--- config.mk ---
export PLATFORM = sky130hd
export DESIGN_NAME = fsh_funnel
export DESIGN_NICKNAME = d
export VERILOG_FILES = /design/src/rtl/fsh_pkg.sv /design/src/rtl/fsh_sel_classify.sv /design/src/rtl/fsh_cell.sv /design/src/rtl/fsh_row.sv /design/src/rtl/fsh_funnel.sv
export SDC_FILE = /design/constraint.sdc
export NUM_CORES = 1
export LEC_CHECK = 0
export BUFFER_PORTS_ARGS = -buffer_cell sky130_fd_sc_hd__buf_2
export CAP_MARGIN = 20
export CORE_MARGIN = 2
export CORE_UTILIZATION = 25
export DETAILED_ROUTE_END_ITERATION = 6
export PLACE_DENSITY = 0.59
export SYNTH_ARGS = -nofsm -noshare
export SYNTH_HDL_FRONTEND = slang
export SYNTH_SLANG_ARGS = --single-unit
--- constraint.sdc ---
create_clock -name vclk -period 2.2
set_input_delay 0.22 -clock vclk [all_inputs]
set_output_delay 0.22 -clock vclk [all_outputs]
set_load 0.005 [all_outputs]
--- src/rtl/fsh_pkg.sv ---
package fsh_pkg;

    localparam int unsigned FSH_DEF_N = 8;

    typedef enum logic [1:0] {
        SEL_NONE = 2'd0,
        SEL_ONE  = 2'd1,
        SEL_MANY = 2'd2
    } sel_class_e;

endpackage

--- src/rtl/fsh_sel_classify.sv ---
module fsh_sel_classify
    import fsh_pkg::*;
#(
    parameter int unsigned N = FSH_DEF_N
) (
    input  logic [N-1:0] col_sel,
    output sel_class_e   cls
);

    // seen[j]: some line in 0..j is high; dup[j]: two or more lines in 0..j are high
    logic [N-1:0] seen;
    logic [N-1:0] dup;

    assign seen[0] = col_sel[0];
    assign dup[0]  = 1'b0;

    for (genvar j = 1; j < N; j++) begin : g_chain
        assign seen[j] = seen[j-1] | col_sel[j];
        assign dup[j]  = dup[j-1] | (seen[j-1] & col_sel[j]);
    end

    always_comb begin
        if (dup[N-1])       cls = SEL_MANY;
        else if (seen[N-1]) cls = SEL_ONE;
        else                cls = SEL_NONE;
    end

endmodule

--- src/rtl/fsh_cell.sv ---
module fsh_cell (
    input  logic d,
    input  logic en,
    output logic o
);

    assign o = d & en;

endmodule

--- src/rtl/fsh_row.sv ---
module fsh_row #(
    parameter int unsigned N = 8
) (
    input  logic [N-1:0] taps,
    input  logic [N-1:0] en,
    output logic         o
);

    // taps[k] is the word bit this row receives from column k
    logic [N-1:0] hit;

    for (genvar k = 0; k < N; k++) begin : g_cell
        fsh_cell u_cell (
            .d  (taps[k]),
            .en (en[k]),
            .o  (hit[k])
        );
    end

    assign o = |hit;

endmodule

--- src/rtl/fsh_funnel.sv ---
module fsh_funnel
    import fsh_pkg::*;
#(
    parameter int unsigned N = FSH_DEF_N
) (
    input  logic [N-1:0] upper_in,
    input  logic [N-1:0] lower_in,
    input  logic [N-1:0] col_sel,
    output logic [N-1:0] win_out,
    output logic         sel_err
);

    localparam int unsigned SPAN = 2 * N - 1;

    // Bit 2N-1 of the full word never lands in any window, so it is left out here
    logic [SPAN-1:0] span_w;
    sel_class_e      cls;
    logic            sel_ok;
    logic [N-1:0]    col_en;

    assign span_w = {upper_in[N-2:0], lower_in};

    fsh_sel_classify #(.N(N)) u_cls (
        .col_sel (col_sel),
        .cls     (cls)
    );

    assign sel_ok  = (cls == SEL_ONE);
    assign sel_err = ~sel_ok;
    // Gating the N column enables is cheaper than gating the N outputs
    assign col_en  = col_sel & {N{sel_ok}};

    for (genvar i = 0; i < N; i++) begin : g_row
        fsh_row #(.N(N)) u_row (
            .taps (span_w[i +: N]),
            .en   (col_en),
            .o    (win_out[i])
        );
    end

endmodule

# Yosys cells after proc, flatten, opt, wreduce, memory -nomap -nowiden

Cells that the tools add are included.

$mul: 0
Order comparisons: 0
Shift operators: 0
Equality and inequality tests: 1
Muxes and demuxes: 2
Divide/modulo/power cells: 0
Bitwise logic cells: 86
Reduce and logical (&&, ||, !) cells: 8
$add $sub $neg: 0

Operators by type and width:

| kind                                          | number |
|---|---|
| AND 1 bit                                     | 71 |
| OR reduction 8 bit                            | 8 |
| OR 1 bit                                      | 13 |
| AND 8 bit                                     | 1 |
| == test 2 x 1 -> 1 bit, second input constant | 1 |
| 2-to-1 mux 2 bit                              | 1 |
| 2-to-1 mux 1 bit                              | 1 |
| NOT 1 bit                                     | 1 |

RAM bits: 0
Bits in latches: 0
Memory bits (read-only): 0
Input port bits: 24
Register bits after elaboration: 0
Memories: 0

# Longest topological paths before layout

Depth in word-level cells: 13
Gate-level depth with buffers: 7
Mapped depth without buffers: 5

# By module

Synthesis repeated with hierarchy kept, for this count alone.

Cell total of the unflattened synthesis: 111
Area total of the unflattened synthesis: 716.9 µm²

Modules (own cells, without submodules):

| module           | times used | area each (µm²) | cells an instance |
|---|---|---|---|
| fsh_cell         | 64         | 6.3             | 1 |
| fsh_row          | 8          | 16.3            | 3 |
| fsh_sel_classify | 1          | 110.1           | 14 |
| fsh_funnel       | 1          | 76.3            | 9 |

# Least setup slack after synthesis

OpenSTA, ideal clock, no wires.

Path kind: input to output
From: input port col_sel[1]
To: output port win_out[2]
Arrival time: 1471 ps
Cell stages on the path: 5
Setup slack: 509 ps
Path through: or4_4 > or3_1 > buf_2 > o2bb2ai_1 > buf_4

Word-level cells in the longest chain between the ends: 13
Elaborated cells between the ends (all ways): 33
Classes of those cells: eq/ne (1); mux (2); bitwise (29); reduce/logical (1)

Ends and longest elaborated chain:

| item                                                 | line                                           | RTL |
|---|---|---|
| start, declared                                      | fsh_funnel.sv:8                                | `input logic [N-1:0] col_sel,` |
| OR 1 bit                                             | fsh_sel_classify.sv:18                         | `assign seen[j] = seen[j-1] \| col_sel[j];` |
| OR 1 bit or AND 1 bit (tied branches)                | fsh_sel_classify.sv:18, fsh_sel_classify.sv:19 |  |
| OR 1 bit, or another cell as far along (5 in series) | fsh_sel_classify.sv:18                         |  |
| 2-to-1 mux 1 bit or OR 1 bit (tied branches)         | fsh_sel_classify.sv:24, fsh_sel_classify.sv:19 |  |
| 2-to-1 mux 2 bit                                     | fsh_sel_classify.sv:23                         | `if (dup[N-1]) cls = SEL_MANY;` |
| == test 2 x 1 -> 1 bit                               | fsh_funnel.sv:28                               | `assign sel_ok = (cls == SEL_ONE);` |
| AND 8 bit (*)                                        | fsh_funnel.sv:31                               | `assign col_en = col_sel & {N{sel_ok}};` |
| AND 1 bit                                            | fsh_cell.sv:7                                  | `assign o = d & en;` |
| OR reduction 8 bit (*)                               | fsh_row.sv:20                                  | `assign o = \|hit;` |
| end, declared                                        | fsh_funnel.sv:9                                | `output logic [N-1:0] win_out,` |

Mark *: on every way between the ends. The rest lies on a longest branch, timed or not.

# Worst setup path after layout

From: input port col_sel[1]
To: output port win_out[1]

Same word-level chain as after synthesis.

==> impl_metrics.csv <==
group,metric,value,unit
status,status,"completed",
timing,finalMaxSlewViolations,0,
synth,synth_fp_nets,107,
timing,finalHoldViolations,0,
detailed_routing,drcViolationCount,0,
floorplan,initial_core_util,0.260,
timing,min_period,2.03,ns
min_path,hold_end,"win_out[7]",
finish,clkbuf_count,0,
finish,fin_util,0.308,
synth,syn_area,571,um^2
worst_setup_path,cp_max_fo,11,
clock_network,ctsHoldBuffers,0,
power,power_density,173,nW/um^2
detailed_routing,firstDrtPassIters,4,
min_path,worstHoldPathType,"primary input to output port",
finish,area_growth,18.2,%
worst_setup_path,crit_arrival,1.81,ns
detailed_routing,routed_wl,1950,um
global_routing,grt_pass1_wl,3260,um
synth,yosys_warnings,0,
power,switchingPower,66.9,uW
floorplan,die_h,51.8,um
global_routing,met3_usage,0,
synth,avgSynthCellArea,6.87,um^2
global_routing,grt_use_met2,0.261,
clock_network,cts-resized-gates,0,
finish,final_area,674,um^2
power,swShare,0.573,
worst_setup_path,critPathKind,"primary input to output port",
job,cap_viol_max_count,0,
power,seq_power_share,0,
timing,setup_violations,0,
finish,nFlopsAndLatches,0,
floorplan,coreArea,2190,um^2
global_routing,antenna_found_initial,0,
finish,final_nets,124,
finish,regArea,0,um^2
detailed_routing,drt_first_iter_violations,43,
power,leakage,0.000264,uW
placed_design,place_congestion,0.853,
global_routing,grt_use_met1,0.219,
power,totalPowerFinal,117,uW
power,clkPwrFrac,0,
timing,tightest_slew,0.567,ns
placed_design,dp_hpwl,1490,um
power,internal_power,49.9,uW
finish,drive_above_1_share,0.367,
synth,synth_cell_types,21,
floorplan,die-area,2680,um^2
global_routing,gr-total-overflow,0,
worst_setup_path,critPathLaunchType,"primary input",
floorplan,io_pins,33,
detailed_routing,ant_nets,0,
global_routing,top_usage_layer,"met2",
detailed_routing,drt-vias-per-instance,6.14,
min_path,hp-start,"upper_in[5]",
timing,maxSlewHeadroom,0.621,
global_routing,grt_pass1_vias,702,
floorplan,die_x,51.8,um
floorplan,rows,17,
clock_network,cts_setup_buffers,0,
power,ir_worst_vdd,64.7,uV
timing,fin_tns_setup,0,ns
worst_setup_path,worstSetupEndpointType,"output port",
min_path,hold_depth,4,
finish,diodes,0,
synth,ys_top_cells_by_area,"a22oi_1 (39%), o2bb2ai_1 (12%), buf_4 (11%)",
timing,min_period_over_period,0.924,
detailed_routing,wl_per_cell,15.5,um
timing,grt_setup_unrepaired,"false",
synth,yosysSeqAreaShare,0,
timing,fmax,0.492,GHz
detailed_routing,vias,774,
synth,synthCells,83,
power,power_frac_comb,1.000,
timing,whs,0.837,ns
placed_design,io_buffers,32,
worst_setup_path,critPathRequiredTime,1.98,ns
placed_design,place_area,674,um^2
global_routing,grt_max_degree,15,
synth,yosysTopAreaCell,"a22oi_1",
synth,synth_top_area_share,0.395,
global_routing,track_usage,0.151,
-- synth_stat cells, drive strengths merged --
master / instances
or4: 1
nor4b: 1
o2bb2ai: 8
nor2b: 2
nand2b: 3
a222oi: 1
clkbuf: 7
buf: 11
a211oi: 2
inv: 1
nand2: 2
nor4: 2
a22oi: 30
nor3: 1
a2111oi: 1
nand3: 8
or3: 1
o211ai: 1
-- per-stage QoR --
stage                     worst slack, ns  cells
after floorplan                     0.509     83
after global placement              0.193    126
after detailed placement            0.141    126
after CTS                           0.139    126
after global routing               0.0395    126
final                               0.167    126
-- cell type report --
cell class / count / area, um^2
Timing Repair Buffer: 33 / 168
Tap cell: 28 / 35.0
Inverter: 1 / 3.75
Fill cell: 258 / 1520
Multi-Input combinational cell: 64 / 468
-- how the worst max path moves through the flow --
stage / endpoint / slack [ns] / from
after floorplan: win_out[2] / 0.51 / col_sel[1]
after global placement: win_out[6] / 0.19 / col_sel[1]
after detailed placement: win_out[1] / 0.14 / col_sel[1]
after CTS: win_out[6] / 0.14 / col_sel[1]
after global routing: win_out[4] / 0.04 / col_sel[1]
final: win_out[1] / 0.17 / col_sel[1]
-- metal layers --
metal | part of all wire | routed length [um]
met1 | 0.44 | 866
met2 | 0.49 | 947
met3 | 0.067 | 130
met4 | 0.0036 | 7
met5 | 0 | 0
-- critical path, stage by stage --
cell and delay [ns]:
buf_2 0.17, or4_4 0.58, nor4b_1 0.29, nor3_1 0.11, nand2_2 0.17, o2bb2ai_1 0.14, buf_2 0.13
-- cell families (layout without fill, tap and decap cells) --
kind of cell / after synthesis / count (layout) / share of synthesized area
AO/OA/AOI/OAI: 43 / 43 / 0.601
buffers and inverters: 19 / 34 / 0.180
AND/OR/NAND/NOR: 21 / 21 / 0.219
-- cell usage in the layout (no fill, tap or decap), types with 2 or more instances in the layout --
master,netlist,layout
a211oi_1,2,2
a22oi_1,30,30
nor2b_1,2,2
buf_2,1,32
nor4_1,2,2
o2bb2ai_1,8,8
nand2b_1,3,3
nand3_1,8,8
-- power by group through the flow --
stage / Combinational, uW / Clock [uW] / Sequential [uW]
floorplan: 71.0 / 0 / 0
global route: 131 / 0 / 0
detailed placement: 116 / 0 / 0
global placement: 112 / 0 / 0
CTS: 116 / 0 / 0
finish: 117 / 0 / 0
Power figures use the tool's default switching activity.
